### src/rtl/opstate_pkg.sv
package opstate_pkg;

    typedef enum logic [3:0] {
        ST_RESET,
        ST_RSTEXC,
        ST_RUN,
        ST_EXC_PC,
        ST_EXC_CCR,
        ST_EXC_IBIT,
        ST_BUSREL,
        ST_SLEEP,
        ST_SWSTBY,
        ST_HWSTBY
    } opst_e;

    localparam int NUM_MODES   = 8;
    localparam int MODE_RESET  = 0;
    localparam int MODE_RSTEXC = 1;
    localparam int MODE_RUN    = 2;
    localparam int MODE_EXC    = 3;
    localparam int MODE_BUSREL = 4;
    localparam int MODE_SLEEP  = 5;
    localparam int MODE_SWSTBY = 6;
    localparam int MODE_HWSTBY = 7;

    // Architectural mode index of an internal state
    function automatic int mode_of(opst_e s);
        unique case (s)
            ST_RESET:                            return MODE_RESET;
            ST_RSTEXC:                           return MODE_RSTEXC;
            ST_RUN:                              return MODE_RUN;
            ST_EXC_PC, ST_EXC_CCR, ST_EXC_IBIT:  return MODE_EXC;
            ST_BUSREL:                           return MODE_BUSREL;
            ST_SLEEP:                            return MODE_SLEEP;
            ST_SWSTBY:                           return MODE_SWSTBY;
            default:                             return MODE_HWSTBY;
        endcase
    endfunction

endpackage

### src/rtl/opstate_intc.sv
module opstate_intc
    import opstate_pkg::*;
#(
    parameter int NUM_EXT_IRQ = 3,
    parameter int NUM_PER_IRQ = 4
) (
    input  logic                   clk,
    input  logic                   arst_n,
    input  opst_e                  state,
    input  logic                   step_done,
    input  logic                   nmi,
    input  logic [NUM_EXT_IRQ-1:0] ext_irq,
    input  logic [NUM_PER_IRQ-1:0] per_irq,
    output logic                   run_int,
    output logic                   slp_wake,
    output logic                   sby_wake
);

    logic mask_q;
    logic stby_src;
    logic any_src;

    assign stby_src = nmi | (|ext_irq);
    assign any_src  = stby_src | (|per_irq);

    // Mask window: armed through reset and vector fetch, dropped at the
    // first completed step in RUN.
    always_ff @(posedge clk or negedge arst_n) begin
        if (!arst_n) begin
            mask_q <= 1'b1;
        end else if (state == ST_RESET || state == ST_RSTEXC || state == ST_HWSTBY) begin
            mask_q <= 1'b1;
        end else if (state == ST_RUN && step_done) begin
            mask_q <= 1'b0;
        end
    end

    assign run_int  = any_src & ~mask_q;
    assign slp_wake = any_src;
    assign sby_wake = stby_src;


    mask_after_vec_chk: assert property (@(posedge clk) disable iff (!arst_n)
        (state == ST_RSTEXC) |=> mask_q);

endmodule

### src/rtl/opstate_fsm.sv
module opstate_fsm
    import opstate_pkg::*;
(
    input  logic  clk,
    input  logic  arst_n,
    input  logic  rst_n,
    input  logic  stby_n,
    input  logic  step_done,
    input  logic  sleep_exec,
    input  logic  trap_exec,
    input  logic  ssby,
    input  logic  ue,
    input  logic  bus_req,
    input  logic  run_int,
    input  logic  slp_wake,
    input  logic  sby_wake,
    output opst_e state_q
);

    opst_e nxt;
    opst_e ret_q;
    opst_e ret_d;
    opst_e follow;

    always_ff @(posedge clk or negedge arst_n) begin
        if (!arst_n) begin
            state_q <= ST_RESET;
            ret_q   <= ST_RUN;
        end else begin
            state_q <= nxt;
            ret_q   <= ret_d;
        end
    end

    always_comb begin
        nxt    = state_q;
        ret_d  = ret_q;
        follow = ST_RUN;
        if (!stby_n) begin
            nxt = ST_HWSTBY;
        end else if (!rst_n) begin
            nxt = ST_RESET;
        end else begin
            unique case (state_q)
                ST_HWSTBY: nxt = ST_RESET;
                ST_RESET:  nxt = ST_RSTEXC;
                ST_RSTEXC: if (step_done) nxt = ST_RUN;
                ST_RUN: begin
                    if (step_done) begin
                        if (bus_req) begin
                            ret_d = ST_RUN;
                            nxt   = ST_BUSREL;
                        end else if (run_int || trap_exec) begin
                            nxt = ST_EXC_PC;
                        end else if (sleep_exec) begin
                            nxt = ssby ? ST_SWSTBY : ST_SLEEP;
                        end
                    end
                end
                ST_EXC_PC, ST_EXC_CCR: begin
                    if (state_q == ST_EXC_PC) follow = ST_EXC_CCR;
                    else                      follow = ue ? ST_EXC_IBIT : ST_RUN;
                    if (step_done) begin
                        if (bus_req) begin
                            ret_d = follow;
                            nxt   = ST_BUSREL;
                        end else begin
                            nxt = follow;
                        end
                    end
                end
                ST_EXC_IBIT: nxt = ST_RUN;
                ST_BUSREL:   if (!bus_req) nxt = ret_q;
                ST_SLEEP:    if (slp_wake) nxt = ST_EXC_PC;
                ST_SWSTBY:   if (sby_wake) nxt = ST_EXC_PC;
                default:     nxt = ST_RESET;
            endcase
        end
    end


    hwstby_force_chk: assert property (@(posedge clk) disable iff (!arst_n)
        !stby_n |=> state_q == ST_HWSTBY);

    reset_force_chk: assert property (@(posedge clk) disable iff (!arst_n)
        (stby_n && !rst_n) |=> state_q == ST_RESET);

    vec_done_chk: assert property (@(posedge clk) disable iff (!arst_n)
        (stby_n && rst_n && state_q == ST_RSTEXC && step_done) |=> state_q == ST_RUN);

    first_boundary_masked_chk: assert property (@(posedge clk) disable iff (!arst_n)
        (stby_n && rst_n && state_q == ST_RUN && $past(state_q) == ST_RSTEXC && step_done
         && !bus_req && !trap_exec && !sleep_exec) |=> state_q == ST_RUN);

    swstby_hold_chk: assert property (@(posedge clk) disable iff (!arst_n)
        (stby_n && rst_n && state_q == ST_SWSTBY && !sby_wake) |=> state_q == ST_SWSTBY);

    no_ibit_without_ue_chk: assert property (@(posedge clk) disable iff (!arst_n)
        (stby_n && rst_n && state_q == ST_EXC_CCR && step_done && !bus_req && !ue)
        |=> state_q == ST_RUN);

    bus_return_chk: assert property (@(posedge clk) disable iff (!arst_n)
        (stby_n && rst_n && state_q == ST_BUSREL && !bus_req) |=> state_q == $past(ret_q));

endmodule

### src/rtl/opstate_outdec.sv
module opstate_outdec
    import opstate_pkg::*;
(
    input  opst_e                state,
    output logic [NUM_MODES-1:0] state_oh,
    output logic                 vec_fetch,
    output logic                 push_pc,
    output logic                 push_ccr,
    output logic                 ibit_set,
    output logic                 bus_grant,
    output logic                 core_clk_en,
    output logic                 per_clk_en
);

    for (genvar m = 0; m < NUM_MODES; m++) begin : g_mode
        assign state_oh[m] = (mode_of(state) == m);
    end

    always_comb begin
        vec_fetch   = 1'b0;
        push_pc     = 1'b0;
        push_ccr    = 1'b0;
        ibit_set    = 1'b0;
        bus_grant   = 1'b0;
        core_clk_en = 1'b1;
        per_clk_en  = 1'b1;
        unique case (state)
            ST_RSTEXC:   vec_fetch = 1'b1;
            ST_EXC_PC:   push_pc   = 1'b1;
            ST_EXC_CCR:  push_ccr  = 1'b1;
            ST_EXC_IBIT: ibit_set  = 1'b1;
            ST_BUSREL:   bus_grant = 1'b1;
            ST_SLEEP:    core_clk_en = 1'b0;
            ST_SWSTBY, ST_HWSTBY: begin
                core_clk_en = 1'b0;
                per_clk_en  = 1'b0;
            end
            default: ;
        endcase
    end

    always_comb begin

        per_gates_core_chk: assert (per_clk_en || !core_clk_en);

        onehot_mode_chk: assert ($countones(state_oh) == 1);
    end

endmodule

### src/rtl/opstate_ctrl.sv
module opstate_ctrl
    import opstate_pkg::*;
#(
    parameter int NUM_EXT_IRQ = 3,
    parameter int NUM_PER_IRQ = 4
) (
    input  logic                   clk,
    input  logic                   arst_n,
    input  logic                   rst_n,
    input  logic                   stby_n,
    input  logic                   step_done,
    input  logic                   sleep_exec,
    input  logic                   trap_exec,
    input  logic                   ssby,
    input  logic                   ue,
    input  logic                   bus_req,
    input  logic                   nmi,
    input  logic [NUM_EXT_IRQ-1:0] ext_irq,
    input  logic [NUM_PER_IRQ-1:0] per_irq,
    output logic [7:0]             state_oh,
    output logic                   vec_fetch,
    output logic                   push_pc,
    output logic                   push_ccr,
    output logic                   ibit_set,
    output logic                   bus_grant,
    output logic                   core_clk_en,
    output logic                   per_clk_en
);

    opst_e state;
    logic  run_int;
    logic  slp_wake;
    logic  sby_wake;

    opstate_intc #(
        .NUM_EXT_IRQ(NUM_EXT_IRQ),
        .NUM_PER_IRQ(NUM_PER_IRQ)
    ) u_intc (
        .clk      (clk),
        .arst_n   (arst_n),
        .state    (state),
        .step_done(step_done),
        .nmi      (nmi),
        .ext_irq  (ext_irq),
        .per_irq  (per_irq),
        .run_int  (run_int),
        .slp_wake (slp_wake),
        .sby_wake (sby_wake)
    );

    opstate_fsm u_fsm (
        .clk       (clk),
        .arst_n    (arst_n),
        .rst_n     (rst_n),
        .stby_n    (stby_n),
        .step_done (step_done),
        .sleep_exec(sleep_exec),
        .trap_exec (trap_exec),
        .ssby      (ssby),
        .ue        (ue),
        .bus_req   (bus_req),
        .run_int   (run_int),
        .slp_wake  (slp_wake),
        .sby_wake  (sby_wake),
        .state_q   (state)
    );

    opstate_outdec u_out (
        .state      (state),
        .state_oh   (state_oh),
        .vec_fetch  (vec_fetch),
        .push_pc    (push_pc),
        .push_ccr   (push_ccr),
        .ibit_set   (ibit_set),
        .bus_grant  (bus_grant),
        .core_clk_en(core_clk_en),
        .per_clk_en (per_clk_en)
    );

endmodule

### config.mk
export PLATFORM = sky130hd
export DESIGN_NAME = opstate_ctrl
export DESIGN_NICKNAME = d
export VERILOG_FILES = /design/src/rtl/opstate_pkg.sv /design/src/rtl/opstate_intc.sv /design/src/rtl/opstate_fsm.sv /design/src/rtl/opstate_outdec.sv /design/src/rtl/opstate_ctrl.sv
export SDC_FILE = /design/constraint.sdc
export NUM_CORES = 1
export LEC_CHECK = 0
export ABC_AREA = 1
export BUFFER_PORTS_ARGS = -buffer_cell sky130_fd_sc_hd__buf_2
export CAP_MARGIN = 25
export CORE_ASPECT_RATIO = 0.8
export CORE_MARGIN = 2
export CORE_UTILIZATION = 47
export CTS_CLUSTER_SIZE = 14
export DETAILED_ROUTE_END_ITERATION = 10
export PLACE_DENSITY = 0.85
export SETUP_SLACK_MARGIN = 0.1
export SYNTH_ARGS = -nofsm -noshare
export SYNTH_HDL_FRONTEND = slang
export SYNTH_MEMORY_MAX_BITS = 65536
export SYNTH_SLANG_ARGS = --single-unit
### constraint.sdc
create_clock -name clk -period 1.9 [get_ports clk]
set_input_delay 0.38 -clock clk [delete_from_list [all_inputs] [get_ports clk]]
set_output_delay 0.38 -clock clk [all_outputs]
set_load 0.05 [all_outputs]
# Word level (Yosys, flattened, before mapping)
# Memories as Yosys holds them, arrays and structs flattened.
# Index checks and enable logic that the tools add are counted.
# totals
latch_bits	0
rom_bits	384
memories	8
elab_cells	87
mem_bits_rw	0
reg_bits	9
# op_classes
muxes	30
n_bitwise	4
add_sub_neg	0
multipliers	0
n_reduce_logical	15
div	0
shifts	0
n_eq_ne	27
n_lt_le_gt_ge	0
# memory_table
memory	depth	width	read_ports	rd_clocked_by_memory_dff	write_ports	line_no	text
(no name shown)	16	3	1	0	0	opstate_pkg.sv:28	unique case (s)
(no name shown)	16	3	1	0	0	opstate_pkg.sv:28	
(no name shown)	16	3	1	0	0	opstate_pkg.sv:28	
(no name shown)	16	3	1	0	0	opstate_pkg.sv:28	
(no name shown)	16	3	1	0	0	opstate_pkg.sv:28	
(no name shown)	16	3	1	0	0	opstate_pkg.sv:28	
2 more memories	-	-	-	-	-	-	
# ops
operator	count
== test 32 x 4 -> 1 bit (second input constant)	4
2-to-1 mux 4 bit	18
== test 32 x 3 -> 1 bit (second input constant)	2
== test 32 x 2 -> 1 bit (second input constant)	1
zero test 32 bit	1
one-hot mux 4 bit (8 select lines)	1
!= test 4 bit (second input constant)	6
== test 4 x 3 -> 1 bit (second input constant)	4
AND reduction 7 bit	2
2-to-1 mux 1 bit	9
== test 4 x 2 -> 1 bit (second input constant)	2
== test 4 bit (second input constant)	2
!= test 2 bit (second input constant)	4
one-hot mux 4 bit (2 select lines)	1
!= test 6 x 5 -> 1 bit (second input constant)	1
OR reduction 3 bit	2
== test 4 x 1 -> 1 bit (second input constant)	1
zero test 4 bit	1
nonzero test 2 bit	2
OR reduction 2 bit	2
OR reduction 4 bit	1
logical OR 1 bit	3
2-to-1 mux 3 bit	1
bitwise OR 1 bit	2
3 further kinds	3

# Depth between registers and ports, before layout
# depth
depth_word	11
ltp_mapped	14
ltp_nobuf	13

# Cells and area by module
# From an unflattened synthesis, not the netlist that was laid out.
# unflattened
cells_unflattened	176
area_unflattened_um2	928.4
# modules_own_cells
mod	seq_area_each_um2	n_inst	area_per_inst_um2	cells_each
opstate_fsm	176.4	1	668.1	120
opstate_outdec	0.0	1	166.4	38
opstate_intc	26.3	1	93.8	18

# Worst setup path before layout
# No wires, ideal clock.
# synth_timing
path_type	register to register
from	reg u_fsm.state_q[1]
to	reg u_fsm.state_q[0]
setup_slack_ns	-0.433
stages_incl_launch_ff	11
synth_period_minus_slack_ns	2.333
required_time_ns	1.784
t_arrival_ns	2.217
n_path_buf	0
cell_sequence	dfrtp_1 > inv_2 > nand2_1 > nor3_1 > nor2_1 > nor2_1 > nor2_2 > inv_2 > nand2_1 > nand2_1 > nand2_1
# synth_between
elab_chain_cells	7
word_cells_on_any_way	24
# synth_rtl
element	line_no	text
start: declaration	opstate_fsm.sv:17	output opst_e state_q
start signal: assignment	opstate_fsm.sv:30	state_q <= nxt;
== test 4 x 2 -> 1 bit	opstate_fsm.sv:44, opstate_fsm.sv:61	
2-to-1 mux 4 bit	opstate_fsm.sv:61	if (state_q == ST_EXC_PC) follow = ST_EXC_CCR;
2-to-1 mux 4 bit	opstate_fsm.sv:64	if (bus_req) begin
2-to-1 mux 4 bit	opstate_fsm.sv:63	if (step_done) begin
one-hot mux 4 bit (8 select lines)	opstate_fsm.sv:44	unique case (state_q)
2-to-1 mux 4 bit	opstate_fsm.sv:41	end else if (!rst_n) begin
2-to-1 mux 4 bit	opstate_fsm.sv:39	if (!stby_n) begin
# Several ways; a longest one is shown, not always the timed one. The select of a mux whose other input is x is not followed.
# A chain may end at the register's enable or synchronous reset.

# Worst setup path in the final report
# layout_timing
from	reg u_fsm.state_q[1]
to	out state_oh[1]
# layout_between
elab_chain_cells	2
# layout_rtl
element	line_no	text
memory (16 x 3 bit)	-	
== test 32 x 2 -> 1 bit	opstate_outdec.sv:16	assign state_oh[m] = (mode_of(state) == m);
end: declaration	opstate_ctrl.sv:20	output logic [7:0] state_oh,
# Every way passes these cells.

==> flow_summary.yaml <==
status:
  outcome: "finished with violations"
  violations_in_the_final_reports: "negative setup slack"
detailed_routing:
  drt_first_iter_violations: 109
  wl_met2_um: 1676
  drt_pass_1_iters: 5
  met3_length_um: 468
  maxUsedRoutingLayer: "met4"
  drt-met1-wl_um: 1184
  vias_per_cell: 5.873
  vias: 1292
  detail_route.drc_violations: 0
  drtAntennaViolNets: 0
  per_cell_routed_wire_length_um: 16.59
  drt-total-wl_um: 3650
cts:
  cts.htree.levels: 1
  cts_root_buffer: "sky130_fd_sc_hd__clkbuf_4"
  cts_buffers: 3
  ctsLongestPathBuffers: 2
  cts.reportedPaths.clkPinSlew_ns: 0.06
  clock_insertion_delay_worst_skew_ns: 0.26
  cts.sink_count: 8
  tritoncts_clock_tree: "yes"
synthesis:
  syn_nets: 168
  synth_cell_types: 20
  postSynthCellCount: 149
  mappedNetlistArea_um2: 813.3
  synthesis.yosys.warnings: 0
  synth.ff_latch_count: 8
  ys_seq_area_share_pct: 24.92
  synth.avg_cell_area_um2: 5.458
flow_run:
  count_of_maximum_capacitance_violations: 0
setup_path:
  worst_ep_arrival_time_ns: 1.56
  worstPathRequired_ns: 1.52
  timing.rr.start: "u_fsm.state_q[1]"
  critical_path.reg2reg.endpoint: "u_fsm.state_q[0]"
  critPathKind: "reg2out"
  rr_worst_depth: 14
  worst_setup_path_end_kind: "output port"
  critical_path.startpoint_type: "flop"
  cp-startpoint: "u_fsm.state_q[1]"
  regToRegSetupSlack_ns: 0.07
  crit_fanout: 5
timing:
  grt_setup_unrepaired: "true"
  setup-violations-final: 5
  maxClockFrequency_mhz: 515.3
  timing.clock.skew_ns: 0.002337
  fin_ws_ns: -0.04068
  worst_pin_slew_ns: 0.4492
  hold_violations: 0
  final.min_clock_period_ns: 1.941
  final-max-slew-violation-count: 0
  min_period_over_period_pct: 102.1
  slew_headroom_pct: 69.74
placed_design:
  dp_hpwl_um: 1927
  final_weighted_congestion_of_routability_driven_global_placement: 0.9338
  io_buffer_count: 32
  number_of_instances_in_the_placed_design: 204
floorplan:
  fp.dieH_um: 41.21
  placement_rows: 13
  initial_cell_density_of_the_core_pct: 50.00
  core-area_um2: 1627
  i_o_pin_cnt: 33
  dieArea_um2: 2081
  floorplan_die_width_um: 50.51
final_layout:
  final_cell_mix: "sky130_fd_sc_hd__nand2_1, sky130_fd_sc_hd__buf_2, sky130_fd_sc_hd__nor2_1"
  layout.cells.non_filler: 220
  post_route_cells_drive_above_1_share_pct: 50.00
  areaGrowthSynthToFinish_pct: 73.69
  design.final.nets: 218
  commonest_non_fill_non_tap_cell_in_the_layout: "sky130_fd_sc_hd__nand2_1"
  antenna_cells_inserted: 0
pwr:
  design_power_total_mw: 0.7213
  leakagePower_nw: 0.7837
  worst_ir_drop_vdd_v: 0.0004396
  powerDensity_nw_per_um2: 510.6
grt:
  largest_net_degree_at_the_start_of_global_routing: 9
  grt_pass1_wl_um: 4402
  antenna_found_initial: 0
  global_route.overflow_total: 0
  vias_in_the_first_global_route: 1052
  global_router_s_overall_resource_usage_pct: 29.87
min_path:
  holdCritStartpoint: "rst_n"
  min_delay_worst_type: "in2reg"
  worstHoldEndpoint: "u_fsm.state_q[2]"
  worst_hold_stages: 3
## stage by stage
stage          instance area [um2]  TNS [ns]  setup WS, ns  util [%]  hold WS, ns
6_report                      1413   -0.1103      -0.04068     86.85       0.4153
5_1_grt                       1413   -0.4324      -0.08114     86.85       0.4154
4_1_cts                       1274         0       0.06156     78.31       0.4122
3_5_place_dp                  1027         0       0.08706     63.15       0.2322
3_3_place_gp                  1027         0        0.1937     63.15       0.2297
2_1_floorplan                829.5   -0.3658      -0.07698         -      0.08441
## where the power goes
part           internal [mW]  switching (mW)
Combinational          0.132           0.236
Sequential             0.189          0.0215
Clock                 0.0806          0.0623
Total                  0.402           0.319
## logic make-up (layout without fill, tap and decap cells)
group	Yosys count	after routing	synth area share [%]
and+or+nand+nor	106	106	55.69
buffers and inverters	26	75	12.61
AOI/OAI and AO/OA	8	8	5.231
DFF	8	8	24.92
adders and majority gates	1	1	1.538
## cell type report
| cell class | count | area (um2) |
|---|---|---|
| Timing Repair Buffer | 47 | 382.9 |
| Inverter | 24 | 95.09 |
| Clock buffer | 4 | 26.28 |
| Sequential cell | 8 | 207.7 |
| Tap cell | 22 | 27.53 |
| Multi-Input combinational cell | 115 | 673.1 |
| Fill cell | 61 | 214.0 |
## sequential cells by signal, indices dropped and copies added, names as in the netlist
name / count
u_fsm.state_q: 4
u_fsm.ret_q: 3
u_intc.mask_q: 1
## critical path: stages, from the launching register on
cell and delay (ns):
sky130_fd_sc_hd__dfrtp_2 0.47, sky130_fd_sc_hd__inv_2 0.11, sky130_fd_sc_hd__nor2_4 0.06, sky130_fd_sc_hd__nand2_4 0.10
sky130_fd_sc_hd__nand2_4 0.08, sky130_fd_sc_hd__inv_2 0.08, sky130_fd_sc_hd__nand2_2 0.09, sky130_fd_sc_hd__nor2_2 0.14
sky130_fd_sc_hd__buf_6 0.16
## timing repair
item                                    CTS  global route
setup buffers                             8             3
resized for setup                        49            30
endpoints found under the setup margin   11            18
endpoints found under the hold margin     6             0
hold buffers                              1             0
pin swaps                                 9             5
## Yosys cell counts, drive strengths merged
master / n / area share (%)
ha: 1 / 1.5
dfstp: 2 / 6.5
inv: 24 / 11
nand4: 3 / 2.3
nand2: 53 / 25
o21a: 1 / 0.92
nand3: 14 / 9.2
o21ai: 5 / 3.1
nor3: 2 / 1.2
buf: 2 / 1.5
nor2: 33 / 17
a21oi: 2 / 1.2
dfrtp: 6 / 18
or2: 1 / 0.77
## worst max-delay path by stage
stage	endpoint	cells past startpoint	slack [ns]
6_report	state_oh[1]	8	-0.04
5_1_grt	state_oh[1]	5	-0.08
4_1_cts	state_oh[4]	5	0.06
3_5_place_dp	state_oh[4]	7	0.09
3_3_place_gp	state_oh[3]	5	0.19
2_1_floorplan	state_oh[0]	4	-0.08
## layer usage
| metal | up-vias | GRT usage (%) |
|---|---|---|
| met1 | 550 | 28.26 |
| met2 | 134 | 64.47 |
| met5 | - | 0 |
| li1 | 560 | - |
| met3 | 48 | 4.380 |
| met4 | 0 | 18.24 |
Note: power is estimated with default switching activity, not from simulation.
